**config.mk**
```make
export PLATFORM = sky130hd
export DESIGN_NAME = ledtx_front
export DESIGN_NICKNAME = d
export VERILOG_FILES = /design/src/rtl/ledtx_pkg.sv /design/src/rtl/ledtx_fifo.sv /design/src/rtl/ledtx_evt.sv /design/src/rtl/ledtx_front.sv
export SDC_FILE = /design/constraint.sdc
export NUM_CORES = 1
export LEC_CHECK = 0
export BUFFER_PORTS_ARGS = -buffer_cell sky130_fd_sc_hd__buf_2
export CORE_MARGIN = 2
export CORE_UTILIZATION = 37
export DETAILED_ROUTE_END_ITERATION = 8
export PLACE_DENSITY = 0.53
export SLEW_MARGIN = 5
export SYNTH_ARGS = -nofsm -noshare
export SYNTH_HDL_FRONTEND = slang
export SYNTH_SLANG_ARGS = --single-unit
export TNS_END_PERCENT = 100
```
**constraint.sdc**
```tcl
create_clock -name clk_i -period 4.3 [get_ports clk_i]
set_input_delay 0.43 -clock clk_i [delete_from_list [all_inputs] [get_ports clk_i]]
set_output_delay 0.43 -clock clk_i [all_outputs]
set_load 0.03 [all_outputs]
```
**src/rtl/ledtx_pkg.sv**
```systemverilog
package ledtx_pkg;
  typedef logic [5:0] reg_addr_t;

  localparam reg_addr_t A_CTRL = 6'h00;
  localparam reg_addr_t A_BITT = 6'h04;
  localparam reg_addr_t A_GAPT = 6'h0C;
  localparam reg_addr_t A_DATA = 6'h14;
  localparam reg_addr_t A_DMA  = 6'h18;
  localparam reg_addr_t A_IEN  = 6'h1C;
  localparam reg_addr_t A_STAT = 6'h20;

  localparam logic [31:0] M_CTRL = 32'h1FFF_01C1;
  localparam logic [31:0] M_BITT = 32'h07FF_07FF;
  localparam logic [31:0] M_GAPT = 32'h1FFF_03FF;

  localparam int unsigned FILL_LSB = 10;

  typedef struct packed {
    logic gie;
    logic req_en;
    logic fin_en;
  } ien_t;
endpackage

```
**src/rtl/ledtx_fifo.sv**
```systemverilog
module ledtx_fifo #(
  parameter int unsigned DEPTH = 32,
  parameter int unsigned WIDTH = 32,
  localparam int unsigned AW = $clog2(DEPTH),
  localparam int unsigned CW = AW + 1
) (
  input  logic             clk_i,
  input  logic             rst_ni,
  input  logic             push_i,
  input  logic [WIDTH-1:0] wdata_i,
  input  logic             pop_i,
  output logic [WIDTH-1:0] rdata_o,
  output logic [CW-1:0]    count_o,
  output logic             full_o,
  output logic             empty_o
);
  logic [WIDTH-1:0] mem_q [DEPTH];
  logic [AW-1:0]    wptr_q, rptr_q;
  logic [CW-1:0]    cnt_q;
  logic             do_push, do_pop;

  assign full_o  = (cnt_q == CW'(DEPTH));
  assign empty_o = (cnt_q == '0);
  assign do_push = push_i & ~full_o;
  assign do_pop  = pop_i & ~empty_o;
  assign rdata_o = mem_q[rptr_q];
  assign count_o = cnt_q;

  always_ff @(posedge clk_i) begin
    if (do_push) mem_q[wptr_q] <= wdata_i;
  end

  always_ff @(posedge clk_i or negedge rst_ni) begin
    if (!rst_ni) begin
      wptr_q <= '0;
      rptr_q <= '0;
      cnt_q  <= '0;
    end else begin
      if (do_push) wptr_q <= wptr_q + 1'b1;
      if (do_pop)  rptr_q <= rptr_q + 1'b1;
      cnt_q <= cnt_q + CW'(do_push) - CW'(do_pop);
    end
  end
endmodule

```
**src/rtl/ledtx_evt.sv**
```systemverilog
module ledtx_evt
  import ledtx_pkg::*;
#(
  parameter int unsigned CW = 6,
  parameter int unsigned TW = 5
) (
  input  logic          clk_i,
  input  logic          rst_ni,
  input  logic [CW-1:0] fill_i,
  input  logic [TW-1:0] trig_i,
  input  logic          dma_en_i,
  input  logic          fin_set_i,
  input  logic          ovf_set_i,
  input  logic [2:0]    clr_i,
  input  ien_t          ien_i,
  output logic          fin_o,
  output logic          req_o,
  output logic          ovf_o,
  output logic          irq_o,
  output logic          dma_req_o
);
  logic lvl_low;
  logic fin_q, req_q, ovf_q;

  assign lvl_low = (fill_i <= CW'(trig_i));

  // set wins over a same-cycle clear
  always_ff @(posedge clk_i or negedge rst_ni) begin
    if (!rst_ni) begin
      fin_q <= 1'b0;
      req_q <= 1'b0;
      ovf_q <= 1'b0;
    end else begin
      fin_q <= fin_set_i | (fin_q & ~clr_i[0]);
      req_q <= (~dma_en_i & lvl_low) | (req_q & ~clr_i[1]);
      ovf_q <= ovf_set_i | (ovf_q & ~clr_i[2]);
    end
  end

  assign fin_o     = fin_q;
  assign req_o     = req_q;
  assign ovf_o     = ovf_q;
  assign dma_req_o = dma_en_i & lvl_low;
  assign irq_o     = ien_i.gie & ((fin_q & ien_i.fin_en) | (req_q & ien_i.req_en));
endmodule

```
**src/rtl/ledtx_front.sv**
```systemverilog
module ledtx_front
  import ledtx_pkg::*;
#(
  parameter int unsigned FIFO_DEPTH = 32,
  localparam int unsigned TW = $clog2(FIFO_DEPTH),
  localparam int unsigned CW = TW + 1
) (
  input  logic        clk_i,
  input  logic        rst_ni,
  input  logic [5:0]  addr_i,
  input  logic        wr_i,
  input  logic        rd_i,
  input  logic [31:0] wdata_i,
  output logic [31:0] rdata_o,
  output logic        pix_valid_o,
  output logic [31:0] pix_data_o,
  input  logic        pix_ready_i,
  input  logic        xfer_done_i,
  output logic        run_o,
  output logic [12:0] xfer_len_o,
  output logic [2:0]  color_order_o,
  output logic [31:0] bit_timing_o,
  output logic [31:0] gap_timing_o,
  output logic        irq_o,
  output logic        dma_req_o
);
  logic [31:0]   ctrl_q, bitt_q, gapt_q, rdata_q, rd_mux;
  logic          dma_en_q;
  logic [TW-1:0] trig_q;
  ien_t          ien_q;
  logic          push, pop, full, empty;
  logic [CW-1:0] fill_lvl;
  logic [2:0]    clr;
  logic          st_fin, st_req, st_ovf;

  assign push = wr_i && (addr_i == A_DATA);
  assign pop  = pix_valid_o && pix_ready_i;
  assign clr  = (wr_i && addr_i == A_STAT) ? wdata_i[2:0] : 3'b000;

  always_ff @(posedge clk_i or negedge rst_ni) begin
    if (!rst_ni) begin
      ctrl_q   <= '0;
      bitt_q   <= '0;
      gapt_q   <= '0;
      dma_en_q <= 1'b0;
      trig_q   <= '0;
      ien_q    <= '0;
    end else begin
      if (wr_i && addr_i == A_CTRL) ctrl_q <= wdata_i & M_CTRL;
      else if (xfer_done_i)         ctrl_q[0] <= 1'b0;
      if (wr_i && addr_i == A_BITT) bitt_q <= wdata_i & M_BITT;
      if (wr_i && addr_i == A_GAPT) gapt_q <= wdata_i & M_GAPT;
      if (wr_i && addr_i == A_DMA) begin
        dma_en_q <= wdata_i[5];
        trig_q   <= wdata_i[TW-1:0];
      end
      if (wr_i && addr_i == A_IEN) ien_q <= '{gie: wdata_i[5], req_en: wdata_i[1], fin_en: wdata_i[0]};
    end
  end

  ledtx_fifo #(.DEPTH(FIFO_DEPTH), .WIDTH(32)) u_fifo (
    .clk_i   (clk_i),
    .rst_ni  (rst_ni),
    .push_i  (push),
    .wdata_i (wdata_i),
    .pop_i   (pop),
    .rdata_o (pix_data_o),
    .count_o (fill_lvl),
    .full_o  (full),
    .empty_o (empty)
  );

  ledtx_evt #(.CW(CW), .TW(TW)) u_evt (
    .clk_i     (clk_i),
    .rst_ni    (rst_ni),
    .fill_i    (fill_lvl),
    .trig_i    (trig_q),
    .dma_en_i  (dma_en_q),
    .fin_set_i (xfer_done_i),
    .ovf_set_i (push & full),
    .clr_i     (clr),
    .ien_i     (ien_q),
    .fin_o     (st_fin),
    .req_o     (st_req),
    .ovf_o     (st_ovf),
    .irq_o     (irq_o),
    .dma_req_o (dma_req_o)
  );

  always_comb begin
    rd_mux = '0;
    unique case (addr_i)
      A_CTRL: rd_mux = ctrl_q;
      A_BITT: rd_mux = bitt_q;
      A_GAPT: rd_mux = gapt_q;
      A_DMA: begin
        rd_mux[5]      = dma_en_q;
        rd_mux[TW-1:0] = trig_q;
      end
      A_IEN: rd_mux = {26'b0, ien_q.gie, 3'b0, ien_q.req_en, ien_q.fin_en};
      A_STAT: begin
        rd_mux[2:0]           = {st_ovf, st_req, st_fin};
        rd_mux[FILL_LSB +: CW] = fill_lvl;
      end
      default: rd_mux = '0;
    endcase
  end

  always_ff @(posedge clk_i or negedge rst_ni) begin
    if (!rst_ni)   rdata_q <= '0;
    else if (rd_i) rdata_q <= rd_mux;
  end

  assign rdata_o       = rdata_q;
  assign pix_valid_o   = ctrl_q[0] & ~empty;
  assign run_o         = ctrl_q[0];
  assign xfer_len_o    = ctrl_q[28:16];
  assign color_order_o = ctrl_q[8:6];
  assign bit_timing_o  = bitt_q;
  assign gap_timing_o  = gapt_q;
endmodule

```
==> qor.csv <==
metric;value;unit
status;finished clean;
clock tree sinks;1143;
initial antenna violation count;10;
Root Buffer;clkbuf_16;
CTS tree;yes;
met1 Use GR;26.38;%
Switching Fraction;25.89;%
syn_area_per_cell;20.26;µm²
ANT nets after route;0;
Cells after Synth;2187;
Clk Latency, worst-skew pair;700;ps
clk_skew;24.47;ps
DR WL/cell;27.89;µm
Buf+Inv Stages, Crit Path;3;
Period Utilization, post-route;91.48;%
Crit-path slowest cell;dfrtp_4;
PwrDens;529.8;mW/mm²
FF-to-FF setup slack;960;ps
storage element area;0.03374;mm²
first-pass GRT wire length;167.6;mm
RD Place Congestion;0.7903;
Top FF cell, synth;edfxtp_1;
asr flop ratio synth;10.41;%
Synth Area in XOR/XNOR;0.2174;%
Worst Hold Class;primary input to flop;
R2R Path Start;u_fifo.count_o[2];
drt pass-1 iters;7;
Ys Warns;0;
Crit. End Element;output pin;
Boundary Pins;192;
Synth area leaders;edfxtp_1 (69%), mux4_2 (9.8%), dfrtp_1 (6.7%);
Slew HR;17.76;%
worst min-delay path startpoint;addr_i[0];
critical-path cell list;buf_12 > buf_4 > mux4_2 > a22o_1 > a211oi_1 > a21oi_1 > buf_2;
Max Fanout on Critical Path;47;
RSZ-0062 raised after global routing;no;
critical path class;flop to output pin;
Worst EP required;3870;ps
Synth Area in Simple Gates;1.398;%
multiplexer share of the synthesized area;15.08;%
Most Crowded Layer GR;met2;
final setup vio count;0;
H-tree lvl count;3;
MaxCap Viol Count;0;
worst path arrival time;3500;ps
share of the yosys chip area belonging to registers;76.12;%
vias;22400;
# hold bufs at CTS;2;
maximum clock frequency;254.2;MHz
vias in the first global route;23280;
hold path depth;4;
peak supply drop;337.7;µV
Die Width;350.1;µm
hold endpoint;rdata_o[2];
Die Y;350.1;µm
Min Clock Period, post-route;3933;ps
setup_tns;0;ps
main combinational cell family by area after synthesis;multiplexers;
synthesized area;0.04431;mm²
Psw;0.007083;W
register share of total power;45.6;%
core area;0.1184;mm²
GRT Util Overall;18.90;%
hold_ws;78.07;ps
post-cts resize count;0;
post-DP HPWL;69.71;mm
fillcell total;10170;
FF-to-FF End;u_fifo.mem_q[5][7];
commonest non-fill, non-tap cell in the layout;edfxtp_1;
reg2reg path depth;7;
clock power share;37.0;%
std cell rows;126;
top-area cell type share of the netlist area;69.40;%
Area Growth Syn to Fin;16.53;%
GR Util met2;31.51;%
largest net degree at the start of global routing;59;
CTS Buffer Depth;3;
Synth Area in Adders;0.5817;%
post-synth top area cell;edfxtp_1;
Post-synth EDFFs;1024;
Yosys reg bits;1143;
Slew Viols, Final;0;
Multi-input gate area;0.01011;mm²
Final Net Count;2502;
Startpoint Class;flop;
Synth Area in Compound Gates;4.730;%
met3 usage;2.619;%
DRT iter0 DRCs;2120;
IO buf count;169;
clk slew on worst S/H paths;60;ps
final hold viol count;0;
die area;0.1225;mm²
initial core utilization;37.43;%
DRC viols;0;
clock buffers created by TritonCTS;117;
Leak;17.41;nW
post-CTS setup buffer count;0;
layout cells sized above 1;29.86;%
Congestion Overflow GR;0;
crit-path max cell delay;590;ps
commonest non-fill, non-tap cells in the layout;edfxtp_1 (1024), mux4_2 (192), buf_2 (168);
logic gate share of total power;17.4;%
number of distinct library cells after synthesis;49;
internal power;0.02027;W
routed wire length;115.4;mm
CP top delay family;buffers and inverters;
vias per cell;5.415;
Tightest Pin Transition;1231;ps
[cells by family after synthesis]
logic type,Yosys count
AO/OA/AOI/OAI,294
multiplexers,416
flip-flops,1143
buffers and inverters,172
XOR/XNOR,11
AND/OR/NAND/NOR,130
other,1
adder cells (fa/ha/maj),20
[metal layers]
metal / vias to the layer above / wire, µm
met4: 2 / 2340
met5: - / 11
li1: 9522 / -
met2: 648 / 57360
met1: 12080 / 50310
met3: 143 / 5343
[synthesized netlist by cell type (7+ instances only)]
cell type / instances
a211oi_1: 64
a21oi_1: 56
a22o_1: 32
a22oi_1: 54
buf_1: 11
buf_2: 45
buf_4: 29
clkbuf_1: 60
dfrtp_1: 119
edfxtp_1: 1024
ha_1: 19
inv_1: 25
mux2_2: 94
mux2i_1: 130
mux4_2: 192
nand2_1: 13
nand3_1: 15
nor2_1: 68
nor2b_1: 7
o21ai_0: 9
o221ai_1: 32
o22ai_1: 32
xnor2_1: 8
[flip-flops by register name, summed over array words and instances, names as in the netlist]
register / count
u_fifo.mem_q: 1024
u_fifo.count_o: 6
u_evt.fin_o: 1
ien_q: 3
dma_en_q: 1
trig_q: 5
ctrl_q: 17
u_fifo.rptr_q: 5
u_evt.ovf_o: 1
u_fifo.wptr_q: 5
rdata_o: 29
gap_timing_o: 23
u_evt.req_o: 1
bit_timing_o: 22
[worst reg2reg max path, delay by kind of cell (launching register included)]
family / cells / cell delay, ps
buf+inv: 2 / 490
flops: 1 / 390
simple gates: 4 / 1880
fa+ha+maj: 1 / 230
[per-stage QoR]
| step | power, W | instance area [µm²] | setup WS, ps | util (%) | std cells |
|---|---|---|---|---|---|
| after global placement | 0.01750 | 47780 | 579.6 | 40.36 | 3917 |
| after floorplan | 0.01606 | 44390 | 787.1 | - | 2208 |
| after detailed placement | 0.01755 | 47780 | 597.7 | 40.36 | 3917 |
| after CTS | 0.02767 | 51630 | 296.3 | 43.61 | 4135 |
| after global routing | 0.02839 | 51630 | 203.0 | 43.61 | 4135 |
| final | 0.02736 | 51640 | 366.5 | 43.61 | 4136 |
[worst max path at each step]
stage | startpoint | endpoint | slack (ps) | depth (start not counted)
final | u_fifo.rptr_q[1] | pix_data_o[24] | 370 | 7
after floorplan | addr_i[1] | u_fifo.mem_q[30][0] | 790 | 5
after CTS | u_fifo.rptr_q[0] | pix_data_o[19] | 300 | 6
after detailed placement | addr_i[1] | u_fifo.mem_q[5][13] | 600 | 6
after global routing | u_fifo.rptr_q[0] | pix_data_o[19] | 200 | 6
after global placement | addr_i[1] | u_fifo.mem_q[5][14] | 580 | 6
[area by class of cell]
class	instances	area share, %
clock inverter	67	1.335
clock buffer	149	6.084
sequential	1143	65.34
tap	1600	3.877
timing repair buffer	258	3.601
antenna	1	0.004846
multi-input combinational	893	19.58
inverter	25	0.1817
[power by group through the flow]
stage	registers, W	clock network, W	logic (W)
finish	0.0125	0.0101	0.00475
global route	0.0125	0.0108	0.00510
CTS	0.0125	0.0103	0.00486
detailed placement	0.0127	0	0.00484
global placement	0.0127	0	0.00480
floorplan	0.0128	0	0.00329
Note: power is estimated with default switching activity, not from simulation.
